--- src/rtl/dprf_pkg.sv ---
`timescale 1ns/1ps
package dprf_pkg;

   localparam int CODE_W = 4;

   typedef enum logic [2:0] {
      TGT_NONE   = 3'd0,
      TGT_VRAM16 = 3'd1,
      TGT_VRAM8  = 3'd2,
      TGT_CRAM   = 3'd3,
      TGT_VSRAM  = 3'd4
   } tgt_e;

   // Map an access code to a read target; every other code acts as a write.
   function automatic tgt_e decode_tgt(input logic [CODE_W-1:0] code);
      tgt_e t;
      unique case (code)
         4'h0:    t = TGT_VRAM16;
         4'hC:    t = TGT_VRAM8;
         4'h8:    t = TGT_CRAM;
         4'h4:    t = TGT_VSRAM;
         default: t = TGT_NONE;
      endcase
      return t;
   endfunction

endpackage

--- src/rtl/dprf_index_map.sv ---
`timescale 1ns/1ps
module dprf_index_map
   import dprf_pkg::*;
#(
   parameter int ADDR_W      = 16,
   parameter int CRAM_DEPTH  = 64,
   parameter int VSRAM_DEPTH = 40,
   parameter int VS_SPAN     = 64
) (
   input  logic [ADDR_W-1:0]              addr,
   input  logic                           half,
   input  tgt_e                           tgt,
   output logic [ADDR_W-1:0]              vram_addr,
   output logic [$clog2(CRAM_DEPTH)-1:0]  cram_idx,
   output logic [$clog2(VSRAM_DEPTH)-1:0] vsram_idx
);
   localparam int CRAM_IW   = $clog2(CRAM_DEPTH);
   localparam int VSRAM_IW  = $clog2(VSRAM_DEPTH);
   localparam int VS_SPAN_W = $clog2(VS_SPAN);
   localparam logic [VS_SPAN_W:0] VS_LIMIT = (VS_SPAN_W+1)'(VSRAM_DEPTH);

   // Byte selection: second half of a wide word, swapped byte, or even byte.
   always_comb begin
      if (half)
         vram_addr = {addr[ADDR_W-1:1], 1'b1};
      else if (tgt == TGT_VRAM8)
         vram_addr = {addr[ADDR_W-1:1], ~addr[0]};
      else
         vram_addr = {addr[ADDR_W-1:1], 1'b0};
   end

   generate
      if (CRAM_DEPTH == (1 << CRAM_IW)) begin : g_cram_slice
         assign cram_idx = addr[CRAM_IW:1];
      end else begin : g_cram_mod
         assign cram_idx = CRAM_IW'(addr[ADDR_W-1:1] % CRAM_DEPTH);
      end
   endgenerate

   logic [VS_SPAN_W-1:0] vs_span_idx;
   logic [VS_SPAN_W-1:0] vs_clamped;

   assign vs_span_idx = addr[VS_SPAN_W:1];
   assign vs_clamped  = ({1'b0, vs_span_idx} >= VS_LIMIT) ? '0 : vs_span_idx;

   generate
      if (VSRAM_IW == VS_SPAN_W) begin : g_vs_same
         assign vsram_idx = vs_clamped;
      end else begin : g_vs_narrow
         assign vsram_idx = VSRAM_IW'(vs_clamped);
      end
   endgenerate

endmodule

--- src/rtl/dprf_merge.sv ---
`timescale 1ns/1ps
module dprf_merge
   import dprf_pkg::*;
#(
   parameter int                DATA_W     = 16,
   parameter logic [DATA_W-1:0] CRAM_MASK  = 16'h0EEE,
   parameter logic [DATA_W-1:0] VSRAM_MASK = 16'h07FF
) (
   input  tgt_e                  tgt,
   input  logic                  half,
   input  logic [DATA_W-1:0]     pf_q,
   input  logic [DATA_W/2-1:0]   vram_data,
   input  logic [DATA_W-1:0]     cram_data,
   input  logic [DATA_W-1:0]     vsram_data,
   input  logic [DATA_W-1:0]     fifo_last,
   output logic [DATA_W-1:0]     next_val
);
   localparam int BYTE_W = DATA_W / 2;
   localparam logic [DATA_W-1:0] HI_MASK = {{BYTE_W{1'b1}}, {BYTE_W{1'b0}}};

   always_comb begin
      unique case (tgt)
         TGT_VRAM16:
            next_val = half ? (pf_q | {{BYTE_W{1'b0}}, vram_data})
                            : {vram_data, {BYTE_W{1'b0}}};
         TGT_VRAM8:
            next_val = (fifo_last & HI_MASK) | {{BYTE_W{1'b0}}, vram_data};
         TGT_CRAM:
            next_val = (cram_data & CRAM_MASK) | (fifo_last & ~CRAM_MASK);
         TGT_VSRAM:
            next_val = (vsram_data & VSRAM_MASK) | (fifo_last & ~VSRAM_MASK);
         default:
            next_val = pf_q;
      endcase
   end

endmodule

--- src/rtl/dport_prefetch.sv ---
`timescale 1ns/1ps
module dport_prefetch
   import dprf_pkg::*;
#(
   parameter int                ADDR_W      = 16,
   parameter int                DATA_W      = 16,
   parameter int                INC_W       = 8,
   parameter int                CRAM_DEPTH  = 64,
   parameter int                VSRAM_DEPTH = 40,
   parameter int                VS_SPAN     = 64,
   parameter logic [DATA_W-1:0] CRAM_MASK   = 16'h0EEE,
   parameter logic [DATA_W-1:0] VSRAM_MASK  = 16'h07FF
) (
   input  logic                           clk,
   input  logic                           rst_n,
   input  logic                           cmd_wr,
   input  logic [3:0]                     cmd_code,
   input  logic [ADDR_W-1:0]              cmd_addr,
   input  logic                           pf_clear,
   input  logic [INC_W-1:0]               auto_inc,
   input  logic                           slot_strobe,
   input  logic                           fifo_empty,
   input  logic [DATA_W-1:0]              fifo_last,
   output logic [ADDR_W-1:0]              vram_addr,
   input  logic [DATA_W/2-1:0]            vram_data,
   output logic [$clog2(CRAM_DEPTH)-1:0]  cram_addr,
   input  logic [DATA_W-1:0]              cram_data,
   output logic [$clog2(VSRAM_DEPTH)-1:0] vsram_addr,
   input  logic [DATA_W-1:0]              vsram_data,
   input  logic                           rd_req,
   output logic                           rd_wait,
   output logic [DATA_W-1:0]              rd_data,
   output logic [ADDR_W-1:0]              cur_addr
);
   localparam int VS_SPAN_W = $clog2(VS_SPAN);
   localparam logic [CODE_W-1:0] RESET_CODE = 4'h1;

   generate
      if (DATA_W % 2 != 0)          begin : g_bad_data  $error("DATA_W must be even");            end
      if (INC_W > ADDR_W)           begin : g_bad_inc   $error("INC_W exceeds ADDR_W");           end
      if (VSRAM_DEPTH > VS_SPAN)    begin : g_bad_vs    $error("VSRAM_DEPTH exceeds VS_SPAN");    end
      if (VS_SPAN_W + 1 > ADDR_W)   begin : g_bad_span  $error("VS_SPAN too wide for ADDR_W");    end
      if ($clog2(CRAM_DEPTH) + 1 > ADDR_W) begin : g_bad_cram $error("CRAM_DEPTH too large");   end
   endgenerate

   logic [CODE_W-1:0] code_q;
   logic [ADDR_W-1:0] addr_q;
   logic [DATA_W-1:0] pf_q;
   logic              fetched_q;
   logic              half_q;

   tgt_e              tgt;
   logic              is_rd;
   logic              fetch_go;
   logic              rd_done;
   logic [DATA_W-1:0] next_val;

   assign tgt      = decode_tgt(code_q);
   assign is_rd    = (tgt != TGT_NONE);
   assign fetch_go = slot_strobe & fifo_empty & is_rd & ~fetched_q & ~cmd_wr & ~pf_clear;
   assign rd_done  = rd_req & is_rd & fetched_q & ~cmd_wr;

   dprf_index_map #(
      .ADDR_W      (ADDR_W),
      .CRAM_DEPTH  (CRAM_DEPTH),
      .VSRAM_DEPTH (VSRAM_DEPTH),
      .VS_SPAN     (VS_SPAN)
   ) u_map (
      .addr      (addr_q),
      .half      (half_q),
      .tgt       (tgt),
      .vram_addr (vram_addr),
      .cram_idx  (cram_addr),
      .vsram_idx (vsram_addr)
   );

   dprf_merge #(
      .DATA_W     (DATA_W),
      .CRAM_MASK  (CRAM_MASK),
      .VSRAM_MASK (VSRAM_MASK)
   ) u_merge (
      .tgt        (tgt),
      .half       (half_q),
      .pf_q       (pf_q),
      .vram_data  (vram_data),
      .cram_data  (cram_data),
      .vsram_data (vsram_data),
      .fifo_last  (fifo_last),
      .next_val   (next_val)
   );

   always_ff @(posedge clk or negedge rst_n) begin
      if (!rst_n) begin
         code_q    <= RESET_CODE;
         addr_q    <= '0;
         pf_q      <= '0;
         fetched_q <= 1'b0;
         half_q    <= 1'b0;
      end else if (cmd_wr) begin
         code_q    <= cmd_code;
         addr_q    <= cmd_addr;
         fetched_q <= 1'b0;
         half_q    <= 1'b0;
      end else begin
         if (rd_done) begin
            addr_q    <= addr_q + ADDR_W'(auto_inc);
            fetched_q <= 1'b0;
         end
         if (fetch_go) begin
            pf_q <= next_val;
            if (tgt == TGT_VRAM16 && !half_q) begin
               half_q <= 1'b1;
            end else begin
               half_q    <= 1'b0;
               fetched_q <= 1'b1;
            end
         end
         if (pf_clear) begin
            fetched_q <= 1'b0;
            half_q    <= 1'b0;
         end
      end
   end

   assign rd_wait  = rd_req & is_rd & ~fetched_q;
   assign rd_data  = (is_rd & fetched_q) ? pf_q : '0;
   assign cur_addr = addr_q;

endmodule

--- config.mk ---
export PLATFORM = sky130hd
export DESIGN_NAME = dport_prefetch
export DESIGN_NICKNAME = d
export VERILOG_FILES = /design/src/rtl/dprf_pkg.sv /design/src/rtl/dprf_index_map.sv /design/src/rtl/dprf_merge.sv /design/src/rtl/dport_prefetch.sv
export SDC_FILE = /design/constraint.sdc
export NUM_CORES = 1
export LEC_CHECK = 0
export ABC_AREA = 1
export BUFFER_PORTS_ARGS = -buffer_cell sky130_fd_sc_hd__buf_2
export CORE_MARGIN = 1
export CORE_UTILIZATION = 45
export CTS_CLUSTER_SIZE = 28
export DETAILED_ROUTE_END_ITERATION = 12
export GPL_ROUTABILITY_DRIVEN = 0
export PLACE_DENSITY_LB_ADDON = 0.05
export SYNTH_ARGS = -nofsm -noshare
export SYNTH_HDL_FRONTEND = slang
export SYNTH_SLANG_ARGS = --single-unit
--- constraint.sdc ---
create_clock -name clk -period 2 [get_ports clk]
set_input_delay 0.6 -clock clk [delete_from_list [all_inputs] [get_ports clk]]
set_output_delay 0.6 -clock clk [all_outputs]
set_load 0.02 [all_outputs]
==> load_flow_metrics.sql, run 1 <==
INSERT INTO impl_metrics (metric_group, metric, value, unit) VALUES
('run_status', 'run_status', 'complete, no violations', ''),
('timing', 'unrepaired_setup_endpoints_after_global_routing', 'yes', ''),
('die', 'floorplan.die_area', '0.00701', 'mm²'),
('detailed_routing', 'via_count', '3097', ''),
('global_routing', 'grt_use_total', '22.2', '%'),
('synth', 'synth.avg_cell_area', '6.93', 'µm²'),
('placed_design', 'place_inst', '629', ''),
('placed_design', 'place.port_buffers', '133', ''),
('clocking', 'clkSlewWorstSetupHoldPaths', '80', 'ps'),
('detailed_routing', 'avgViaCountPerCell', '4.83', ''),
('synth', 'synth.yosys.warnings', '0', ''),
('final_layout', 'num-nets-final', '663', ''),
('setup_path', 'worstSetupEndpointType', 'output pin', ''),
('global_routing', 'antenna_found_initial', '0', ''),
('global_routing', 'via_count_of_the_first_global_routing_pass', '2773', ''),
('timing', 'layout_setup_ws', '16.0', 'ps'),
('setup_path', 'worst-path-max-fanout', '16', ''),
('final_layout', 'antenna-diode-count', '0', ''),
('detailed_routing', 'routed_wire_length', '7830', 'µm'),
('synth', 'seq_area_frac_synth', '31.7', '%'),
('detailed_routing', 'drt-initial-drc-count', '104', ''),
('pwr', 'clock_power_share', '22.3', '%'),
('setup_path', 'worst-endpoint-arrival', '1380', 'ps'),
('final_layout', 'fin_cells', '641', ''),
('die', 'core', '0.00639', 'mm²'),
('global_routing', 'grt_util_met2', '35.4', '%'),
('timing', 'fin_crit', '1980', 'ps'),
('setup_path', 'criticalPathCategory', 'flop to output pin', ''),
('final_layout', 'synthesis_to_layout_area_growth', '29.7', '%'),
('pwr', 'switching_share_of_power', '37.6', '%'),
('clocking', 'cts_tree', 'done', ''),
('clocking', 'cts.path.max_buffers', '2', ''),
('clocking', 'clock_tree.root_cell', 'sky130_fd_sc_hd__clkbuf_8', ''),
('detailed_routing', 'drt_first_pass_iters', '4', ''),
('job', 'cap_violations', '0', ''),
('final_layout', 'drive_gt1_share', '37.4', '%'),
('die', 'floorplan.io_pins', '152', ''),
('synth', 'synth.area.top_cells', 'sky130_fd_sc_hd__dfrtp_1, sky130_fd_sc_hd__nand2_1, sky130_fd_sc_hd__inv_1', ''),
('clocking', 'htreeDepth', '2', ''),
('timing', 'timing.max_slew.rel_slack', '77.2', '%'),
('timing', 'slew_viol_final', '0', ''),
('clocking', 'clock_buffers_created_by_tritoncts', '5', ''),
('placed_design', 'place_worst_setup_slack', '-234', 'ps'),
('global_routing', 'grt_first_pass_wirelength', '12600', 'µm'),
('synth', 'netlist_area', '0.00301', 'mm²'),
('placed_design', 'detailed_place_hpwl', '6110', 'µm'),
('synth', 'synth_top_cell_by_area', 'sky130_fd_sc_hd__dfrtp_1', ''),
('timing', 'finalSetupViolations', '0', ''),
('pwr', 'net-switching-power', '0.000946', 'W'),
('clocking', 'cts_stage_hold_buffer_count', '0', ''),
('die', 'chipWidth', '83.8', 'µm'),
('min_path', 'hold_path.class', 'primary input to asynchronous set/reset pin', ''),
('timing', 'finalHoldWorstSlack', '157', 'ps'),
('pwr', 'max-vdd-ir-drop', '0.000330', 'V'),
('die', 'dieHeight', '83.8', 'µm'),
('detailed_routing', 'postRouteAntennaNets', '0', ''),
('synth', 'yosys.area.top_type_share', '30.8', '%'),
('setup_path', 'critPathLaunchType', 'flop', ''),
('synth', 'synth.net_count', '534', ''),
('pwr', 'p_int', '0.00157', 'W'),
('pwr', 'total_power', '0.00252', 'W'),
('pwr', 'power.density_cell_area', '645', 'mW/mm²'),
('die', 'placement_rows', '29', ''),
('timing', 'final_count_of_hold_timing_violations', '0', ''),
('clocking', 'worstSkewPairLatency', '290', 'ps'),
('die', 'start_util', '47.1', '%'),
('synth', 'synth-seq-cells', '38', ''),
('setup_path', 'crit_required', '1400', 'ps'),
('global_routing', 'grt_util_met3', '3.86', '%'),
('timing', 'fin_setup_tns', '0', 'ps'),
('global_routing', 'global_route.usage.met1', '30.9', '%');
routing by layer:
metal | share of wire [%] | wire [µm] | vias up
li1 | - | - | 1615
met1 | 49 | 3800 | 1382
met2 | 45 | 3560 | 91
met3 | 4.8 | 375 | 9
met4 | 1.2 | 96 | 0
met5 | 0 | 0 | -
path summary, 6_finish.rpt:
check | start | cells past startpoint | end | slack [ps]
worst max-delay path | code_q[1] | 5 | rd_data[1] | 20
worst min-delay path | rst_n | 1 | cur_addr[4] | 160
worst max register to register | cur_addr[1] | 12 | cur_addr[10] | 180
worst min register to register | code_q[0] | 2 | code_q[0] | 490
max in group asynchronous | rst_n | 2 | cur_addr[0] | 1300
min in group clk | code_q[0] | 2 | code_q[0] | 490
cells in the final DEF, fill, tap and decap left out, types with 2 or more instances in the layout:
master	instances
sky130_fd_sc_hd__a21oi_1	18
sky130_fd_sc_hd__a31oi_1	3
sky130_fd_sc_hd__and2_1	3
sky130_fd_sc_hd__buf_2	117
sky130_fd_sc_hd__buf_4	32
sky130_fd_sc_hd__buf_6	4
sky130_fd_sc_hd__clkbuf_8	6
sky130_fd_sc_hd__dfrtp_1	36
sky130_fd_sc_hd__ha_1	8
sky130_fd_sc_hd__inv_1	59
sky130_fd_sc_hd__inv_2	3
sky130_fd_sc_hd__nand2_1	132
sky130_fd_sc_hd__nand2_2	4
sky130_fd_sc_hd__nand2_4	2
sky130_fd_sc_hd__nand3_1	33
sky130_fd_sc_hd__nand3b_1	3
sky130_fd_sc_hd__nand4_1	5
sky130_fd_sc_hd__nor2_1	26
sky130_fd_sc_hd__nor2_2	14
sky130_fd_sc_hd__nor2_4	5
sky130_fd_sc_hd__nor3_1	2
sky130_fd_sc_hd__o211ai_1	6
sky130_fd_sc_hd__o21ai_0	13
sky130_fd_sc_hd__o21ai_2	2
sky130_fd_sc_hd__o221ai_2	2
sky130_fd_sc_hd__o22ai_2	8
sky130_fd_sc_hd__or2_2	2
power groups by stage:
stage / clock [W] / sequential, W / combinational [W]
after floorplan: 0 / 0.00103 / 0.000644
after global placement: 0 / 0.00100 / 0.000899
after detailed placement: 0 / 0.00101 / 0.000916
after CTS: 0.000583 / 0.000991 / 0.000927
after global routing: 0.000610 / 0.00101 / 0.00106
final: 0.000562 / 0.000994 / 0.000960
state kept, by name (all words and copies together) (netlist names):
name,count
code_q,4
cur_addr,16
fetched_q,1
half_q,1
pf_q,16
synthesized netlist by cell type:
cell type and number:
sky130_fd_sc_hd__nand2_1 134, sky130_fd_sc_hd__inv_1 59, sky130_fd_sc_hd__nor2_1 42, sky130_fd_sc_hd__dfrtp_1 37, sky130_fd_sc_hd__nand3_1 33, sky130_fd_sc_hd__buf_4 24
sky130_fd_sc_hd__a21oi_1 19, sky130_fd_sc_hd__o21ai_0 14, sky130_fd_sc_hd__ha_1 8, sky130_fd_sc_hd__o22ai_2 8, sky130_fd_sc_hd__o211ai_1 6, sky130_fd_sc_hd__buf_2 5
sky130_fd_sc_hd__nand4_1 5, sky130_fd_sc_hd__a31oi_1 3, sky130_fd_sc_hd__and2_1 3, sky130_fd_sc_hd__buf_6 3, sky130_fd_sc_hd__inv_2 3, sky130_fd_sc_hd__nand3b_1 3
sky130_fd_sc_hd__nor2_4 3, sky130_fd_sc_hd__nand2_2 2, sky130_fd_sc_hd__nand2_4 2, sky130_fd_sc_hd__nor3_1 2, sky130_fd_sc_hd__o21ai_2 2, sky130_fd_sc_hd__o221ai_2 2
sky130_fd_sc_hd__or2_2 2, sky130_fd_sc_hd__a21boi_0 1, sky130_fd_sc_hd__a22oi_1 1, sky130_fd_sc_hd__buf_12 1, sky130_fd_sc_hd__dfstp_2 1, sky130_fd_sc_hd__fa_1 1
sky130_fd_sc_hd__inv_6 1, sky130_fd_sc_hd__nand3_4 1, sky130_fd_sc_hd__o211ai_2 1, sky130_fd_sc_hd__o21ai_4 1, sky130_fd_sc_hd__o31ai_1 1
layout make-up:
cell class | count | area (µm²)
Clock buffer | 7 | 86.3
Clock inverter | 1 | 5.00
Fill cell | 600 | 2480
Inverter | 63 | 241
Multi-Input combinational cell | 300 | 1610
Sequential cell | 38 | 953
Tap cell | 77 | 96.3
Timing Repair Buffer | 155 | 906
per-stage QoR:
stage	instance area [µm²]	utilization (%)
floorplan	3010	-
global placement	3650	57.1
detailed placement	3650	57.1
CTS	3760	58.9
global route	3900	61.1
finish	3900	61.1
timing repair:
item / 4_1_cts / 5_1_grt
gates resized for setup: 5 / 43
buffers inserted: 1 / 3
endpoints found under the setup margin: 22 / 25
pin swaps: 1 / 2
gates cloned: 0 / 0
worst max-delay path, stage by stage (launching register included):
cell and delay (ps):
sky130_fd_sc_hd__dfrtp_1 410, sky130_fd_sc_hd__nor2_4 190, sky130_fd_sc_hd__nand2_2 90, sky130_fd_sc_hd__buf_12 170
sky130_fd_sc_hd__nor2_2 90, sky130_fd_sc_hd__buf_4 140
kinds of logic after synthesis:
family	count (synthesis)	synth area share [%]
simple gates	232	33.5
flops	38	31.7
compound gates	59	14.2
buf+inv	96	16.6
fa+ha+maj	9	3.99
Note: power is estimated with default switching activity, not from simulation.
==> run 2, diff against run 1 <==
BUFFER_PORTS_ARGS = -buffer_cell sky130_fd_sc_hd__buf_4   (was -buffer_cell sky130_fd_sc_hd__buf_2)
TNS_END_PERCENT = 100   (was unset)
==> run 2 against run 1 <==
Wire length is 3.8% higher; sequential power hardly changed; fmax is 0.30% lower; combinational power is 6% higher; critical endpoint is now rd_data[0]; highest routed layer unchanged; first-iteration DRC count is 2.9% lower; non-clock buffer count is 7 lower; critical path depth stayed put; total power is 6.4% higher; clock-buffer cell count stayed put.
==> load_flow_metrics.sql, run 2 (same netlist as run 1, synthesis figures left out) <==
INSERT INTO impl_metrics (metric_group, metric, value, unit) VALUES
('detailed_routing', 'drt-initial-drc-count', '101', ''),
('global_routing', 'grt-busiest-layer', 'met2', ''),
('final_layout', 'fin_cells', '634', ''),
('final_layout', 'antenna-diode-count', '0', ''),
('detailed_routing', 'post-route-drc-count', '0', ''),
('die', 'placement_rows', '29', ''),
('placed_design', 'place_worst_setup_slack', '-276', 'ps'),
('run_status', 'run_status', 'complete, no violations', ''),
('die', 'core', '0.00639', 'mm²'),
('setup_path', 'worstSetupEndpointType', 'output pin', ''),
('timing', 'worst_slew_pin_slew', '513', 'ps'),
('setup_path', 'worst-path-max-fanout', '16', ''),
('final_layout', 'most-common-layout-cells', 'sky130_fd_sc_hd__buf_4, sky130_fd_sc_hd__nand2_1, sky130_fd_sc_hd__inv_1', ''),
('timing', 'unrepaired_setup_endpoints_after_global_routing', 'yes', ''),
('clocking', 'worstSkewPairLatency', '290', 'ps'),
('global_routing', 'grt_util_met3', '4.06', '%'),
('setup_path', 'worstPathCellList', 'nor2_4, nand2_1, buf_8, nor2_1, buf_4', ''),
('final_layout', 'synthesis_to_layout_area_growth', '36.1', '%'),
('job', 'cap_violations', '0', ''),
('placed_design', 'place_inst', '624', ''),
('pwr', 'total_power', '0.00268', 'W'),
('pwr', 'max-vdd-ir-drop', '0.000389', 'V'),
('detailed_routing', 'postRouteAntennaNets', '0', ''),
('final_layout', 'mostFrequentLayoutCell', 'sky130_fd_sc_hd__buf_4', ''),
('die', 'floorplan.io_pins', '152', ''),
('clocking', 'clkSlewWorstSetupHoldPaths', '80', 'ps'),
('die', 'dieHeight', '83.8', 'µm'),
('timing', 'timing.max_slew.rel_slack', '65.8', '%'),
('setup_path', 'criticalPathCategory', 'flop to output pin', ''),
('global_routing', 'grt_max_degree', '39', ''),
('detailed_routing', 'drt_first_pass_iters', '4', ''),
('global_routing', 'via_count_of_the_first_global_routing_pass', '2943', ''),
('pwr', 'power.density_cell_area', '654', 'mW/mm²'),
('setup_path', 'worst-endpoint-arrival', '1390', 'ps'),
('timing', 'final_count_of_hold_timing_violations', '0', ''),
('timing', 'layout_worst_path_cycle_share', '99.5', '%'),
('clocking', 'htreeDepth', '2', ''),
('clocking', 'cts.sink_count', '38', ''),
('clocking', 'clock_buffers_created_by_tritoncts', '5', ''),
('min_path', 'hold_path.class', 'primary input to asynchronous set/reset pin', ''),
('die', 'chipWidth', '83.8', 'µm'),
('setup_path', 'crit_required', '1400', 'ps'),
('detailed_routing', 'routed_wl_per_cell', '12.8', 'µm'),
('global_routing', 'grt_util_met2', '40.1', '%'),
('timing', 'achievable-frequency', '0.503', 'GHz'),
('setup_path', 'timing.critical_path.slowest_stage_cell', 'sky130_fd_sc_hd__dfstp_2', ''),
('placed_design', 'placedInstanceArea', '0.00394', 'mm²'),
('timing', 'layout_setup_ws', '9.99', 'ps'),
('die', 'floorplan.die_area', '0.00701', 'mm²'),
('timing', 'fin_crit', '1990', 'ps'),
('global_routing', 'globalRoute.totalOverflow', '0', ''),
('global_routing', 'grt_first_pass_wirelength', '13400', 'µm'),
('global_routing', 'grt_use_total', '23.6', '%'),
('setup_path', 'critPathLaunchType', 'flop', ''),
('setup_path', 'critical_path.max_stage_delay', '560', 'ps'),
('detailed_routing', 'avgViaCountPerCell', '4.97', ''),
('detailed_routing', 'routed_wire_length', '8120', 'µm'),
('final_layout', 'final_area', '0.00409', 'mm²'),
('final_layout', 'num-nets-final', '656', ''),
('global_routing', 'global_route.usage.met1', '31.1', '%'),
('detailed_routing', 'via_count', '3153', ''),
('pwr', 'total_leakage_power', '2.24', 'nW'),
('placed_design', 'place.port_buffers', '133', ''),
('die', 'start_util', '47.1', '%'),
('timing', 'finalSetupViolations', '0', ''),
('final_layout', 'drive_gt1_share', '33.9', '%'),
('global_routing', 'antenna_found_initial', '0', ''),
('clocking', 'cts_tree', 'done', ''),
('final_layout', 'fillCellCount', '622', ''),
('placed_design', 'detailed_place_hpwl', '6250', 'µm'),
('timing', 'timing.clock.skew', '5.03', 'ps'),
('timing', 'slew_viol_final', '0', ''),
('clocking', 'clock_tree.root_cell', 'sky130_fd_sc_hd__clkbuf_8', ''),
('clocking', 'cts.path.max_buffers', '2', '');
run 2: worst paths after layout:
path | cells after the start | endpoint | startpoint | slack, ps
min in group clk | 2 | code_q[0] | code_q[0] | 490
worst min register to register | 2 | code_q[0] | code_q[0] | 490
worst max-delay path | 5 | rd_data[0] | code_q[0] | 10
worst min-delay path | 1 | cur_addr[4] | rst_n | 280
max in group asynchronous | 1 | cur_addr[6] | rst_n | 1350
worst max register to register | 12 | cur_addr[10] | cur_addr[1] | 150
run 2: area by class of cell:
cell class | count | area (µm²) | share of cell area, %
clock inverter | 1 | 30.0 | 0.733
multi-input combinational | 300 | 1570 | 38.4
clock buffer | 7 | 76.3 | 1.86
inverter | 63 | 241 | 5.90
timing repair buffer | 148 | 1120 | 27.4
sequential | 38 | 953 | 23.3
tap | 77 | 96.3 | 2.35
run 2: timing repair:
action,in CTS,in global routing
pin swaps,1,1
hold buffers,0,0
setup endpoints to repair,22,26
setup buffers,1,1
resized for setup,3,8
run 2: per-layer routing:
metal	wire length, µm	share of wire [%]
met1	3650	45
met2	3830	47
met3	547	6.7
met4	98	1.2
met5	0	0
run 2: report_power, final:
part	leakage [nW]	switching, W	internal, W
clock network	0.0524	0.000284	0.000374
logic	1.73	0.000559	0.000457
registers	0.461	0.0000923	0.000910
total	2.24	0.000936	0.00174
run 2: metrics by stage:
step                TNS, ps  util [%]  hold slack, ps
finish                    0      64.1             277
global route           -598      64.1             313
CTS                       0      63.7             293
detailed placement     -984      61.7             474
global placement       -620      61.7             473
floorplan                 0         -             304
run 2: critical path, delay by kind of cell, from the launching register on:
family,cells,cell delay [ps]
buffers and inverters,2,320
AND/OR/NAND/NOR,3,210
flip-flops,1,560
==> run 3, diff against run 2 <==
RECOVER_POWER = 50   (was unset)
==> run 3 against run 2 <==
Critical path depth is the same; sequential cell count unchanged; core utilization fell by 1.1 points; fmax increased by 0.37%; design area down 1.7%; sequential power is essentially flat; clock power is essentially flat; critical path type unchanged; register-to-register slack about the same; via count about the same; wire length is essentially flat.
==> load_flow_metrics.sql, run 3 (same netlist as run 1, synthesis figures left out) <==
INSERT INTO impl_metrics (metric_group, metric, value, unit) VALUES
('setup_path', 'startpoint', 'code_q[0]', ''),
('timing', 'final_count_of_hold_timing_violations', '0', ''),
('placed_design', 'detailed_place_hpwl', '6250', 'µm'),
('setup_path', 'top_family_by_delay_on_critical_path', 'flip-flops', ''),
('setup_path', 'critPathLaunchType', 'flop', ''),
('die', 'start_util', '47.1', '%'),
('global_routing', 'via_count_of_the_first_global_routing_pass', '2943', ''),
('min_path', 'hold_path.class', 'primary input to asynchronous set/reset pin', ''),
('setup_path', 'worstSetupEndpointType', 'output pin', ''),
('detailed_routing', 'post-route-drc-count', '0', ''),
('pwr', 'power.density_cell_area', '657', 'mW/mm²'),
('die', 'core', '0.00639', 'mm²'),
('clocking', 'cts.path.max_buffers', '2', ''),
('final_layout', 'drive_gt1_share', '30.5', '%'),
('die', 'floorplan.die_area', '0.00701', 'mm²'),
('final_layout', 'mostFrequentLayoutCell', 'sky130_fd_sc_hd__nand2_1', ''),
('clocking', 'htreeDepth', '2', ''),
('timing', 'timing.max_slew.rel_slack', '31.7', '%'),
('timing', 'achievable-frequency', '0.504', 'GHz'),
('die', 'chipWidth', '83.8', 'µm'),
('setup_path', 'r2r-end', 'cur_addr[10]', ''),
('setup_path', 'worst_setup_endpoint', 'rd_data[0]', ''),
('detailed_routing', 'routed_wl_per_cell', '12.8', 'µm'),
('setup_path', 'crit_required', '1400', 'ps'),
('setup_path', 'worst-path-max-fanout', '16', ''),
('timing', 'finalHoldWorstSlack', '473', 'ps'),
('setup_path', 'worstPathCellList', 'nor2_4, nand2_1, buf_8, nor2_1, buf_4', ''),
('detailed_routing', 'drt_first_pass_iters', '4', ''),
('global_routing', 'grt_use_total', '23.6', '%'),
('setup_path', 'r2r_slack', '140', 'ps'),
('die', 'floorplan.io_pins', '152', ''),
('global_routing', 'grt_max_degree', '39', ''),
('timing', 'layout_worst_path_cycle_share', '99.1', '%'),
('detailed_routing', 'postRouteAntennaNets', '0', ''),
('final_layout', 'antenna-diode-count', '0', ''),
('setup_path', 'worst-endpoint-arrival', '1380', 'ps'),
('detailed_routing', 'met3RoutedLength', '501', 'µm'),
('final_layout', 'num-nets-final', '656', ''),
('pwr', 'max-vdd-ir-drop', '0.000389', 'V'),
('run_status', 'run_status', 'complete, no violations', ''),
('detailed_routing', 'avgViaCountPerCell', '4.97', ''),
('global_routing', 'antenna_found_initial', '0', ''),
('timing', 'timing.clock.skew', '5.77', 'ps'),
('setup_path', 'reg2regPathDepth', '13', ''),
('detailed_routing', 'drt-initial-drc-count', '98', ''),
('clocking', 'cts_stage_hold_buffer_count', '0', ''),
('clocking', 'cts_tree', 'done', ''),
('final_layout', 'synthesis_to_layout_area_growth', '33.8', '%'),
('detailed_routing', 'via_count', '3151', ''),
('detailed_routing', 'routed_wire_length', '8120', 'µm'),
('timing', 'fin_setup_tns', '0', 'ps'),
('detailed_routing', 'wirelength_met1', '3710', 'µm'),
('placed_design', 'place.port_buffers', '133', ''),
('global_routing', 'grt_first_pass_wirelength', '13400', 'µm'),
('pwr', 'total_leakage_power', '2.18', 'nW'),
('detailed_routing', 'met2_length', '3810', 'µm'),
('detailed_routing', 'route.top_layer_used', 'met4', ''),
('timing', 'unrepaired_setup_endpoints_after_global_routing', 'yes', ''),
('setup_path', 'criticalPathCategory', 'flop to output pin', ''),
('setup_path', 'timing.critical_path.slowest_stage_cell', 'sky130_fd_sc_hd__dfstp_2', ''),
('global_routing', 'globalRoute.totalOverflow', '0', ''),
('clocking', 'clkSlewWorstSetupHoldPaths', '80', 'ps'),
('setup_path', 'critical_path.max_stage_delay', '560', 'ps'),
('timing', 'finalSetupViolations', '0', ''),
('die', 'dieHeight', '83.8', 'µm'),
('timing', 'slew_viol_final', '0', ''),
('clocking', 'worstSkewPairLatency', '290', 'ps'),
('clocking', 'clock_tree.root_cell', 'sky130_fd_sc_hd__clkbuf_8', ''),
('clocking', 'clock_buffers_created_by_tritoncts', '5', ''),
('job', 'cap_violations', '0', ''),
('die', 'placement_rows', '29', ''),
('timing', 'fin_crit', '1980', 'ps'),
('final_layout', 'most-common-layout-cells', 'sky130_fd_sc_hd__nand2_1, sky130_fd_sc_hd__buf_4, sky130_fd_sc_hd__inv_1', ''),
('clocking', 'cts.sink_count', '38', ''),
('setup_path', 'worstPathBufferInverterCount', '2', ''),
('setup_path', 'cp_num_cells', '5', ''),
('timing', 'worst_slew_pin_slew', '1020', 'ps'),
('setup_path', 'timing.rr.start', 'cur_addr[0]', '');
## run 3: changes by cell type in the layout (fill, tap and decap cells not counted), sizes merged
| cell | previous run | this run |
|---|---|---|
| clkbuf | 7 | 26 |
| buf | 148 | 129 |
## run 3: worst min-delay path by stage
stage | end | cells after the start
floorplan | code_q[1] | 0
global placement | code_q[0] | 2
detailed placement | pf_q[10] | 2
CTS | cur_addr[9] | 1
global route | code_q[2] | 3
finish | cur_addr[4] | 1
## run 3: timing repair
item	in CTS	in global routing
buffers inserted	1	1
pin swaps	1	1
gates resized for setup	3	8
setup endpoints to repair	22	26
## run 3: routing by layer
| metal | GRT usage (%) | vias up |
|---|---|---|
| met5 | 0 | - |
| met4 | 5.70 | 0 |
| met3 | 4.06 | 11 |
| met2 | 40.1 | 107 |
| met1 | 31.1 | 1429 |
| li1 | - | 1604 |
## run 3: per-stage QoR
step / setup slack, ps / util [%] / power, W / instances / area [µm²]
after floorplan: 44.4 / - / 0.00168 / 434 / 3010
after global placement: -194 / 61.7 / 0.00199 / 624 / 3940
after CTS: 2.36 / 63.7 / 0.00269 / 633 / 4070
final: 17.3 / 63.0 / 0.00264 / 634 / 4020
after global routing: -54.2 / 63.0 / 0.00282 / 634 / 4020
after detailed placement: -276 / 61.7 / 0.00201 / 624 / 3940
## run 3: worst register-to-register path: cells and delay by family, from the launching register on
family                   cells  cell delay, ps
adder cells (fa/ha/maj)      2             540
buffers and inverters        2             130
AND/OR/NAND/NOR              9             730
flip-flops                   1             350
## run 3: power by group
group          internal, W  total, W  leakage (nW)  switching [W]
combinational     0.000427  0.000985          1.66       0.000558
clock             0.000374  0.000657        0.0524       0.000284
sequential        0.000910   0.00100         0.461      0.0000912
total              0.00171   0.00264          2.18       0.000933
## run 3: layout make-up
| class | instances | area [µm²] |
|---|---|---|
| Tap cell | 77 | 96.3 |
| Fill cell | 642 | 2360 |
| Timing Repair Buffer | 148 | 1050 |
| Inverter | 63 | 241 |
| Clock inverter | 1 | 30.0 |
| Clock buffer | 7 | 76.3 |
| Sequential cell | 38 | 953 |
| Multi-Input combinational cell | 300 | 1570 |
